===== src/rtl/rob_pkg.sv =====
package rob_pkg;
  localparam int unsigned ROB_DEPTH_DEF  = 8;
  localparam int unsigned ROB_DATA_W_DEF = 32;
  localparam int unsigned ROB_REG_W_DEF  = 5;

  function automatic bit is_pow2(input int unsigned n);
    return (n != 0) && ((n & (n - 1)) == 0);
  endfunction
endpackage


===== src/rtl/rob_ptr.sv =====
module rob_ptr #(
  parameter int unsigned DEPTH = rob_pkg::ROB_DEPTH_DEF
) (
  input  logic                     clk_i,
  input  logic                     rst_ni,
  input  logic                     adv_i,
  output logic [$clog2(DEPTH):0]   ptr_o
);
  localparam int unsigned IDX_W = $clog2(DEPTH);
  localparam bit          POW2  = rob_pkg::is_pow2(DEPTH);

  // MSB is the wrap bit; low bits are the slot index
  generate
    if (POW2) begin : g_pow2
      always_ff @(posedge clk_i or negedge rst_ni) begin
        if (!rst_ni)    ptr_o <= '0;
        else if (adv_i) ptr_o <= ptr_o + 1'b1;
      end
    end else begin : g_mod
      always_ff @(posedge clk_i or negedge rst_ni) begin
        if (!rst_ni) ptr_o <= '0;
        else if (adv_i) begin
          if (ptr_o[IDX_W-1:0] == IDX_W'(DEPTH - 1)) ptr_o <= {~ptr_o[IDX_W], {IDX_W{1'b0}}};
          else                                       ptr_o <= ptr_o + 1'b1;
        end
      end
    end
  endgenerate
endmodule


===== src/rtl/rob_store.sv =====
module rob_store #(
  parameter int unsigned DEPTH  = rob_pkg::ROB_DEPTH_DEF,
  parameter int unsigned DATA_W = rob_pkg::ROB_DATA_W_DEF,
  parameter int unsigned REG_W  = rob_pkg::ROB_REG_W_DEF
) (
  input  logic                       clk_i,
  input  logic                       rst_ni,
  input  logic                       alloc_en_i,
  input  logic [$clog2(DEPTH)-1:0]   alloc_idx_i,
  input  logic                       cdb_valid_i,
  input  logic [$clog2(DEPTH)-1:0]   cdb_tag_i,
  input  logic [DATA_W-1:0]          cdb_data0_i,
  input  logic [DATA_W-1:0]          cdb_data1_i,
  input  logic [REG_W-1:0]           cdb_dst0_i,
  input  logic [REG_W-1:0]           cdb_dst1_i,
  input  logic                       cdb_we0_i,
  input  logic                       cdb_we1_i,
  input  logic                       ret_en_i,
  input  logic [$clog2(DEPTH)-1:0]   head_idx_i,
  input  logic [$clog2(DEPTH)-1:0]   rd_idx_i,
  output logic                       head_done_o,
  output logic [DATA_W-1:0]          head_data0_o,
  output logic [DATA_W-1:0]          head_data1_o,
  output logic [REG_W-1:0]           head_dst0_o,
  output logic [REG_W-1:0]           head_dst1_o,
  output logic                       head_we0_o,
  output logic                       head_we1_o,
  output logic                       lkp_hit_o,
  output logic [DATA_W-1:0]          lkp_data0_o,
  output logic [DATA_W-1:0]          lkp_data1_o
);
  localparam int unsigned IDX_W = $clog2(DEPTH);

  logic [DEPTH-1:0]  busy_q, done_q, we0_q, we1_q;
  logic [DATA_W-1:0] d0_q   [DEPTH];
  logic [DATA_W-1:0] d1_q   [DEPTH];
  logic [REG_W-1:0]  dst0_q [DEPTH];
  logic [REG_W-1:0]  dst1_q [DEPTH];

  generate
    for (genvar i = 0; i < DEPTH; i++) begin : g_slot
      logic sel_alloc, sel_cdb, sel_ret;
      assign sel_alloc = alloc_en_i && (alloc_idx_i == IDX_W'(i));
      assign sel_ret   = ret_en_i && (head_idx_i == IDX_W'(i));
      // only an allocated, still pending slot accepts a broadcast
      assign sel_cdb   = cdb_valid_i && (cdb_tag_i == IDX_W'(i)) && busy_q[i] && !done_q[i];

      always_ff @(posedge clk_i or negedge rst_ni) begin
        if (!rst_ni) begin
          busy_q[i] <= 1'b0;
          done_q[i] <= 1'b0;
        end else begin
          if (sel_alloc)    busy_q[i] <= 1'b1;
          else if (sel_ret) busy_q[i] <= 1'b0;
          if (sel_alloc || sel_ret) done_q[i] <= 1'b0;
          else if (sel_cdb)         done_q[i] <= 1'b1;
        end
      end

      always_ff @(posedge clk_i or negedge rst_ni) begin
        if (!rst_ni) begin
          d0_q[i]   <= '0;
          d1_q[i]   <= '0;
          dst0_q[i] <= '0;
          dst1_q[i] <= '0;
          we0_q[i]  <= 1'b0;
          we1_q[i]  <= 1'b0;
        end else if (sel_cdb) begin
          d0_q[i]   <= cdb_data0_i;
          d1_q[i]   <= cdb_data1_i;
          dst0_q[i] <= cdb_dst0_i;
          dst1_q[i] <= cdb_dst1_i;
          we0_q[i]  <= cdb_we0_i;
          we1_q[i]  <= cdb_we1_i;
        end
      end

      assert_done_busy_R4: assert property (@(posedge clk_i) disable iff (!rst_ni)
        done_q[i] |-> busy_q[i]);
      assert_alloc_free_R3: assert property (@(posedge clk_i) disable iff (!rst_ni)
        sel_alloc |-> !busy_q[i]);
    end
  endgenerate

  assign head_done_o  = done_q[head_idx_i];
  assign head_data0_o = d0_q[head_idx_i];
  assign head_data1_o = d1_q[head_idx_i];
  assign head_dst0_o  = dst0_q[head_idx_i];
  assign head_dst1_o  = dst1_q[head_idx_i];
  assign head_we0_o   = we0_q[head_idx_i];
  assign head_we1_o   = we1_q[head_idx_i];

  assign lkp_hit_o   = done_q[rd_idx_i];
  assign lkp_data0_o = d0_q[rd_idx_i];
  assign lkp_data1_o = d1_q[rd_idx_i];

  assert_lookup_alloc_R8: assert property (@(posedge clk_i) disable iff (!rst_ni)
    lkp_hit_o |-> busy_q[rd_idx_i]);
endmodule


===== src/rtl/rob_top.sv =====
module rob_top #(
  parameter int unsigned DEPTH  = rob_pkg::ROB_DEPTH_DEF,
  parameter int unsigned DATA_W = rob_pkg::ROB_DATA_W_DEF,
  parameter int unsigned REG_W  = rob_pkg::ROB_REG_W_DEF
) (
  input  logic                       clk_i,
  input  logic                       rst_ni,
  input  logic                       alloc_req_i,
  output logic                       alloc_ready_o,
  output logic [$clog2(DEPTH)-1:0]   alloc_tag_o,
  input  logic                       cdb_valid_i,
  input  logic [$clog2(DEPTH)-1:0]   cdb_tag_i,
  input  logic [DATA_W-1:0]          cdb_data0_i,
  input  logic [DATA_W-1:0]          cdb_data1_i,
  input  logic [REG_W-1:0]           cdb_dst0_i,
  input  logic [REG_W-1:0]           cdb_dst1_i,
  input  logic                       cdb_we0_i,
  input  logic                       cdb_we1_i,
  input  logic [$clog2(DEPTH)-1:0]   lookup_tag_i,
  output logic                       lookup_hit_o,
  output logic [DATA_W-1:0]          lookup_data0_o,
  output logic [DATA_W-1:0]          lookup_data1_o,
  output logic                       ret_valid_o,
  output logic [$clog2(DEPTH)-1:0]   ret_tag_o,
  output logic [REG_W-1:0]           ret_dst0_o,
  output logic [REG_W-1:0]           ret_dst1_o,
  output logic                       ret_we0_o,
  output logic                       ret_we1_o,
  output logic [DATA_W-1:0]          ret_data0_o,
  output logic [DATA_W-1:0]          ret_data1_o
);
  localparam int unsigned IDX_W = $clog2(DEPTH);

  logic [IDX_W:0] head_q, tail_q;
  logic           full, empty, alloc_fire, ret_fire, head_done;

  assign empty      = (head_q == tail_q);
  assign full       = (head_q[IDX_W-1:0] == tail_q[IDX_W-1:0]) && (head_q[IDX_W] != tail_q[IDX_W]);
  assign alloc_fire = alloc_req_i && !full;
  assign ret_fire   = head_done && !empty;

  rob_ptr #(.DEPTH(DEPTH)) u_tail (
    .clk_i (clk_i), .rst_ni(rst_ni), .adv_i(alloc_fire), .ptr_o(tail_q));

  rob_ptr #(.DEPTH(DEPTH)) u_head (
    .clk_i (clk_i), .rst_ni(rst_ni), .adv_i(ret_fire), .ptr_o(head_q));

  rob_store #(.DEPTH(DEPTH), .DATA_W(DATA_W), .REG_W(REG_W)) u_store (
    .clk_i       (clk_i),
    .rst_ni      (rst_ni),
    .alloc_en_i  (alloc_fire),
    .alloc_idx_i (tail_q[IDX_W-1:0]),
    .cdb_valid_i (cdb_valid_i),
    .cdb_tag_i   (cdb_tag_i),
    .cdb_data0_i (cdb_data0_i),
    .cdb_data1_i (cdb_data1_i),
    .cdb_dst0_i  (cdb_dst0_i),
    .cdb_dst1_i  (cdb_dst1_i),
    .cdb_we0_i   (cdb_we0_i),
    .cdb_we1_i   (cdb_we1_i),
    .ret_en_i    (ret_fire),
    .head_idx_i  (head_q[IDX_W-1:0]),
    .rd_idx_i    (lookup_tag_i),
    .head_done_o (head_done),
    .head_data0_o(ret_data0_o),
    .head_data1_o(ret_data1_o),
    .head_dst0_o (ret_dst0_o),
    .head_dst1_o (ret_dst1_o),
    .head_we0_o  (ret_we0_o),
    .head_we1_o  (ret_we1_o),
    .lkp_hit_o   (lookup_hit_o),
    .lkp_data0_o (lookup_data0_o),
    .lkp_data1_o (lookup_data1_o)
  );

  assign alloc_ready_o = !full;
  assign alloc_tag_o   = tail_q[IDX_W-1:0];
  assign ret_valid_o   = ret_fire;
  assign ret_tag_o     = head_q[IDX_W-1:0];

  assert_full_stall_R3: assert property (@(posedge clk_i) disable iff (!rst_ni)
    (alloc_req_i && !alloc_ready_o) |=> $stable(alloc_tag_o));
  assert_head_hold_R6: assert property (@(posedge clk_i) disable iff (!rst_ni)
    !ret_valid_o |=> $stable(ret_tag_o));
  assert_head_step_R9: assert property (@(posedge clk_i) disable iff (!rst_ni)
    ret_valid_o |=> (int'(ret_tag_o) == ((int'($past(ret_tag_o)) + 1) % int'(DEPTH))));
  assert_retire_nonempty_R6: assert property (@(posedge clk_i) disable iff (!rst_ni)
    ret_valid_o |-> !alloc_ready_o || (alloc_tag_o != ret_tag_o));
endmodule


===== config.mk =====
export PLATFORM = sky130hd
export DESIGN_NAME = rob_top
export DESIGN_NICKNAME = d
export VERILOG_FILES = /design/src/rtl/rob_pkg.sv /design/src/rtl/rob_ptr.sv /design/src/rtl/rob_store.sv /design/src/rtl/rob_top.sv
export SDC_FILE = /design/constraint.sdc
export NUM_CORES = 1
export LEC_CHECK = 0
export BUFFER_PORTS_ARGS = -buffer_cell sky130_fd_sc_hd__buf_4
export CORE_MARGIN = 2
export CORE_UTILIZATION = 65
export CTS_BUF_LIST = sky130_fd_sc_hd__clkbuf_16
export DETAILED_ROUTE_END_ITERATION = 12
export HOLD_SLACK_MARGIN = 0.15
export PLACE_DENSITY = 0.95
export SYNTH_ARGS = -nofsm -noshare
export SYNTH_HDL_FRONTEND = slang
export SYNTH_HIERARCHICAL = 1
export SYNTH_SLANG_ARGS = --single-unit

===== constraint.sdc =====
create_clock -name clk_i -period 7.7 [get_ports clk_i]
set_input_delay 0.385 -clock clk_i [delete_from_list [all_inputs] [get_ports clk_i]]
set_output_delay 0.385 -clock clk_i [all_outputs]
set_load 0.05 [all_outputs]

==> impl_metrics.csv, run 1 <==
group,metric,value,unit
run_status,status,"finished, final reports clean",
sta,slew-limit-headroom,0.2343,
pwr,peakVddDrop,0.4066,mV
logic_synthesis,synth-seq-cells,632,
sta,worstMarginPinSlew,1.149,ns
clocking,cts_resized,0,
floorplanning,pin_count,235,
logic_synthesis,synth_common_cells,"mux2_2, dfrtp_1, mux4_2",
logic_synthesis,synth_top_family_by_area,"multiplexers",
sta,max_freq,238.6,MHz
floorplanning,start_util,0.6577,
layout,regArea,15830,µm²
floorplanning,rows,81,
layout,nFillCells,2603,
detailed_routing,drc,0,
layout,drive_gt1_frac,0.5790,
pwr,p_sw,7.878,mW
clocking,clock_latency,0.61,ns
grt,grt_pass1_vias,21495,
pwr,p_int,11.27,mW
clocking,clkTransAtPathRegs,0.06,ns
grt,grt_max_degree,188,
sta,rsz0062_at_grt,"no",
sta,hold_viol,0,
min_path,holdCritPathClass,"primary input to flip-flop",
logic_synthesis,synth_edf_count,0,
logic_synthesis,synth_fa_ha_area_frac,0.0007773,
logic_synthesis,synth-simple-area-share,0.009250,
clocking,htreeDepth,3,
sta,fin_setup_tns,0,ns
logic_synthesis,yosysTopAreaCell,"dfrtp_1",
clocking,cts_tree,"done",
pwr,switching_share,0.4114,
clocking,cts_buffers,67,
worst_setup_path,critPathSlowestCell,"dfrtp_4",
logic_synthesis,synth-async-reset-ratio,1.000,
flow_run,maxCapViolations,0,
detailed_routing,wire_per_inst,28.37,µm
logic_synthesis,synthTopCellsByArea,"dfrtp_1, mux2_2, mux4_2",
detailed_routing,wirelength,81670,µm
pwr,total_power,19.15,mW
layout,area_growth,14.87,%
logic_synthesis,yosysSeqAreaShare,0.4912,
logic_synthesis,synth_compound_area_frac,0.004430,
floorplanning,die_y,226.6,µm
grt,grt_first_pass_wirelength,126400,µm
sta,drv_slew,0,
grt,antenna_found_initial,7,
pwr,power.density,517.8,nW/µm²
worst_setup_path,cp-start-kind,"flip-flop",
grt,grt-ovfl-total,0,
worst_setup_path,critical_path.max_fanout,118,
floorplanning,die_area,51330,µm²
floorplanning,core-area,48950,µm²
place,numPortBuffers,234,
detailed_routing,via_count,19592,
logic_synthesis,yosys_warnings,6,
place,dp_hpwl,45710,µm
floorplanning,fp.dieW,226.6,µm
sta,finalSetupViolCount,0,
clocking,clock-sinks,632,
logic_synthesis,syn_area,32190,µm²
logic_synthesis,synthMuxAreaShare,0.4617,
detailed_routing,vias_per_cell,6.805,
logic_synthesis,syn_nets,1989,
pwr,p_clk_frac,0.160,
grt,grt_usage,0.3268,
logic_synthesis,synth_area_per_cell,16.94,µm²
clocking,cts_buffer_depth,3,
logic_synthesis,yosys.cell_count.top_type,"mux2_2",
worst_setup_path,cp.required,7.32,ns
layout,nets,2253,
detailed_routing,drt_iter0_drc,1563,
worst_setup_path,critPathCaptureType,"output pin",
worst_setup_path,cp_cell_sequence,"buf_12 > xnor2_1 > a41oi_1 > buf_4",
worst_setup_path,arrival,3.81,ns
pwr,power.leakage,15.44,nW
sta,fin_skew,0.02247,ns
sta,period_share,0.5444,
worst_setup_path,cpPeakStageDelay,1.05,ns
worst_setup_path,critPathKind,"flip-flop to output pin",
pwr,combPwrFrac,0.501,
logic_synthesis,synth_cell_types,28,
clocking,cts-root-buf,"clkbuf_16",
sta,layout_min_cycle_time,4.192,ns
detailed_routing,first_pass_iters,5,
detailed_routing,ant_nets,0,
layout,multi_input_area,15470,µm²
logic_synthesis,yosysTopAreaCellShare,0.4912,
logic_synthesis,synth-main-ff-cell,"dfrtp_1",
logic_synthesis,netlist_instances,1901,
logic_synthesis,synth_xor_area_frac,0.002992,
pwr,pwr-share-seq,0.339,
place,routabilityCongestion,0.8362,
[registers in the layout, summed over array words and instances (netlist names)]
register and cells:
u_head/ptr_o 4, u_store/busy_q 8, u_store/d0_q 256, u_store/d1_q 256
u_store/done_q 8, u_store/dst0_q 40, u_store/dst1_q 40, u_store/we0_q 8
u_store/we1_q 8, u_tail/ptr_o 4
[what timing repair did]
item                                   in CTS  in global routing
hold buffers                               77                  0
buffers inserted                            0                  0
endpoints found under the hold margin     729                  0
[metal layers]
| layer | part of all wire | GRT usage | wire [µm] |
|---|---|---|---|
| met1 | 0.39 | 0.4333 | 31840 |
| met2 | 0.50 | 0.5349 | 41030 |
| met3 | 0.069 | 0.06596 | 5667 |
| met4 | 0.038 | 0.1358 | 3116 |
| met5 | 0.00020 | 0 | 16 |
[placed cells by master, fill, tap and decap left out, types with 3 or more instances in the layout]
cell / synthesis / layout
nand4_1: 6 / 6
mux4_2: 284 / 284
nor2b_1: 5 / 5
o21ai_0: 8 / 8
inv_1: 8 / 20
dfrtp_4: 0 / 3
nor2_1: 5 / 4
nand2b_1: 6 / 6
mux2_1: 116 / 116
clkinv_2: 0 / 4
nor4_4: 1 / 5
clkinv_1: 0 / 18
xor2_1: 3 / 3
dlygate4sd3_1: 0 / 77
clkbuf_16: 0 / 68
o221a_2: 4 / 4
inv_6: 0 / 6
bufinv_16: 0 / 4
xnor2_1: 8 / 8
buf_12: 0 / 3
diode_2: 0 / 6
nand2_1: 17 / 17
mux2_2: 636 / 636
dfrtp_1: 632 / 629
nand3_1: 4 / 4
buf_4: 14 / 257
[per-stage QoR]
stage	std cells	util	cell area, µm²	hold WS [ns]	setup slack (ns)
after floorplan	1901	-	32190	0.08941	4.095
after global placement	2683	0.6981	34170	0.4816	4.022
after detailed placement	2683	0.6981	34170	0.4913	3.822
after CTS	2873	0.7552	36970	0.2538	3.423
after global routing	2879	0.7555	36980	0.3148	3.184
final	2879	0.7555	36980	0.2930	3.508
[cell type report]
cell class	instances	area share
sequential	632	0.4279
multi-input combinational	1117	0.4183
timing repair buffer	339	0.07541
clock buffer	68	0.04601
tap	664	0.02246
clock inverter	45	0.008695
inverter	8	0.0008120
antenna	6	0.0004060
[cells by family after synthesis]
group / count (synthesis)
mux: 1036
flops: 632
buf+inv: 152
simple gates: 50
compound gates: 18
xor+xnor: 11
fa+ha+maj: 2
[power groups by stage]
stage	Sequential, mW	Clock (mW)	Combinational, mW
finish	6.49	3.06	9.60
global route	6.67	3.23	9.97
CTS	6.43	3.10	9.57
detailed placement	6.44	0	9.42
global placement	6.23	0	9.17
floorplan	5.80	0	7.42
[worst max-delay path: cells and delay by family (launching register included)]
family          cells  cell delay [ns]
buf+inv             2             1.10
compound gates      1             0.61
flops               1             1.05
xor+xnor            1             0.23
[worst paths after layout]
check	depth (start not counted)	startpoint	slack [ns]	end
min in group asynchronous	2	rst_ni	0.46	u_store/d0_q[177]$_DFFE_PN0P_
setup / recovery	4	u_head/ptr_o[0]$_DFFE_PN0P_	3.51	ret_valid_o
setup reg to reg	6	u_head/ptr_o[0]$_DFFE_PN0P_	3.84	u_store/done_q[3]$_DFFE_PN0P_
hold reg to reg	1	u_store/d0_q[46]$_DFFE_PN0P_	0.51	u_store/d0_q[46]$_DFFE_PN0P_
max in group asynchronous	3	rst_ni	5.46	u_head/ptr_o[2]$_DFFE_PN0P_
hold / removal	4	alloc_req_i	0.29	u_tail/ptr_o[0]$_DFFE_PN0P_
Note: power is estimated with default switching activity, not from simulation.
==> run 2, diff against run 1 <==
--- a/config.mk
+++ b/config.mk
@@ -7,11 +7,11 @@
 export LEC_CHECK = 0
 export BUFFER_PORTS_ARGS = -buffer_cell sky130_fd_sc_hd__buf_4
 export CORE_MARGIN = 2
-export CORE_UTILIZATION = 65
+export CORE_UTILIZATION = 55
 export CTS_BUF_LIST = sky130_fd_sc_hd__clkbuf_16
 export DETAILED_ROUTE_END_ITERATION = 12
 export HOLD_SLACK_MARGIN = 0.15
-export PLACE_DENSITY = 0.95
+export PLACE_DENSITY = 0.87
 export SYNTH_ARGS = -nofsm -noshare
 export SYNTH_HDL_FRONTEND = slang
 export SYNTH_HIERARCHICAL = 1
==> constraint.sdc (replaced) <==
create_clock -name clk_i -period 3.7 [get_ports clk_i]
set_input_delay 0.185 -clock clk_i [delete_from_list [all_inputs] [get_ports clk_i]]
set_output_delay 0.185 -clock clk_i [all_outputs]
set_load 0.05 [all_outputs]
==> run 2 against run 1 <==
Net effect: register-to-register slack lost 2.6 ns; global-route usage shrank 5.9 points; design area grew 1.4%; final cell count grew 4.3%; die area grew 18%; sequential power grew 100%; power grew 110%; worst hold slack lost 0.096 ns; critical path depth is the same; sequential share of layout area shrank 0.58 points.
==> impl_metrics.csv, run 2 (synthesis gave the netlist of run 1 again) <==
group,metric,value,unit
layout,fin_cells,3003,
layout,nFillCells,3887,
sta,hold_viol,0,
grt,grt_first_pass_wirelength,124300,µm
worst_setup_path,cp.required,3.51,ns
grt,grt_usage,0.2674,
layout,nets,2273,
worst_setup_path,path_delay_family,"multiplexers",
detailed_routing,drc,0,
floorplanning,rows,88,
sta,fin_setup_tns,0,ns
sta,rsz0062_at_grt,"no",
floorplanning,core-area,57810,µm²
flow_run,maxCapViolations,0,
clocking,htreeDepth,3,
run_status,status,"finished, final reports clean",
place,numPlacedInstances,2801,
layout,regArea,15830,µm²
worst_setup_path,cp_cell_sequence,"buf_12 > mux4_2 > mux2_2 > buf_4",
sta,layout_min_cycle_time,3.061,ns
grt,grt-ovfl-total,0,
detailed_routing,first_pass_iters,5,
detailed_routing,vias_per_cell,6.421,
sta,slew-limit-headroom,0.3747,
pwr,peakVddDrop,1.147,mV
layout,area_growth,16.44,%
worst_setup_path,critPathCaptureType,"output pin",
worst_setup_path,critical_path.max_fanout,81,
place,numPortBuffers,234,
sta,drv_slew,0,
pwr,total_power,39.56,mW
clocking,cts-root-buf,"clkbuf_16",
layout,reg.largest.list,"u_store/d0_q (256), u_store/d1_q (256)",
place,placed_area,34590,µm²
detailed_routing,via_count,19282,
clocking,clkTransAtPathRegs,0.06,ns
worst_setup_path,arrival,2.88,ns
min_path,holdCritPathClass,"primary input to async pin",
clocking,cts_buffer_depth,3,
sta,fin_skew,0.02024,ns
clocking,clock-sinks,632,
sta,finalSetupViolCount,0,
clocking,cts_setup_buffers,0,
detailed_routing,wirelength,78900,µm
sta,period_share,0.8272,
layout,utilization,0.6485,
worst_setup_path,cp-start-kind,"flip-flop",
worst_setup_path,cp.buffers_inverters,2,
layout,drive_gt1_frac,0.5830,
floorplanning,start_util,0.5569,
worst_setup_path,cpPeakStageDelay,0.59,ns
floorplanning,die_area,60490,µm²
detailed_routing,ant_nets,0,
sta,max_freq,326.7,MHz
sta,worstMarginPinSlew,0.9379,ns
layout,final_area,37490,µm²
worst_setup_path,critPathSlowestCell,"mux4_2",
place,dp_slack,1.262,ns
pwr,power.density,1055,nW/µm²
sta,finalWorstSetupSlack,0.6394,ns
grt,grt_pass1_vias,21359,
floorplanning,die_y,245.9,µm
detailed_routing,wire_per_inst,26.27,µm
layout,multi_input_area,15470,µm²
place,routabilityCongestion,0.8193,
floorplanning,fp.dieW,245.9,µm
layout,mostFrequentLayoutCells,"mux2_2, dfrtp_1, mux4_2, buf_4, mux2_1",
floorplanning,pin_count,235,
clocking,cts_buffers,69,
place,dp_hpwl,46090,µm
sta,whs,0.1972,ns
layout,final_common_cell,"mux2_2",
detailed_routing,drt_iter0_drc,1278,
pwr,power.leakage,15.64,nW
clocking,cts_tree,"done",
grt,grt_max_degree,100,
grt,antenna_found_initial,6,
worst_setup_path,critPathKind,"flip-flop to output pin",
clocking,clock_latency,0.62,ns
-- run 2: cell types whose count changed in the layout (fill, tap and decap cells not counted), moves of 3 or more --
cell,before,now
buf_12,3,16
clkinv_2,4,10
buf_4,257,261
clkbuf_16,68,72
diode_2,6,3
inv_6,6,3
-- run 2: layout make-up --
| class | instances | area share |
|---|---|---|
| Inverter | 8 | 0.0008010 |
| Sequential cell | 632 | 0.4222 |
| Timing Repair Buffer | 357 | 0.08240 |
| Clock inverter | 49 | 0.008210 |
| Multi-Input combinational cell | 1117 | 0.4126 |
| Tap cell | 765 | 0.02553 |
| Clock buffer | 72 | 0.04806 |
| Antenna cell | 3 | 0.0002003 |
-- run 2: worst paths after layout --
| path | from | end | slack [ns] | cells past startpoint |
|---|---|---|---|---|
| max in group asynchronous | rst_ni | u_store/d1_q[43]$_DFFE_PN0P_ | 2.41 | 3 |
| max | u_head/ptr_o[0]$_DFFE_PN0P_ | ret_data0_o[7] | 0.64 | 4 |
| max reg2reg | u_head/ptr_o[0]$_DFFE_PN0P_ | u_store/done_q[4]$_DFFE_PN0P_ | 1.27 | 6 |
| min | rst_ni | u_store/d0_q[241]$_DFFE_PN0P_ | 0.20 | 2 |
| min in group clk_i | cdb_tag_i[1] | u_store/dst1_q[38]$_DFFE_PN0P_ | 0.38 | 5 |
| min reg2reg | u_store/dst1_q[36]$_DFFE_PN0P_ | u_store/dst1_q[36]$_DFFE_PN0P_ | 0.50 | 1 |
-- run 2: routing by layer --
metal | share of wire | GRT usage
met1 | 0.40 | 0.3519
met2 | 0.50 | 0.4397
met3 | 0.067 | 0.05610
met4 | 0.030 | 0.1011
met5 | 0.00060 | 0
-- run 2: repair_timing --
action | in CTS | in global routing
resized for setup | 0 | 0
hold buffers | 78 | 0
endpoints found under the setup margin | 0 | 0
endpoints found under the hold margin | 703 | 0
-- run 2: where the power goes --
group | switching, mW | total, mW | internal [mW]
registers | 2.72 | 13.1 | 10.4
logic | 10.4 | 20.0 | 9.52
clock network | 2.78 | 6.50 | 3.72
total | 15.9 | 39.6 | 23.6
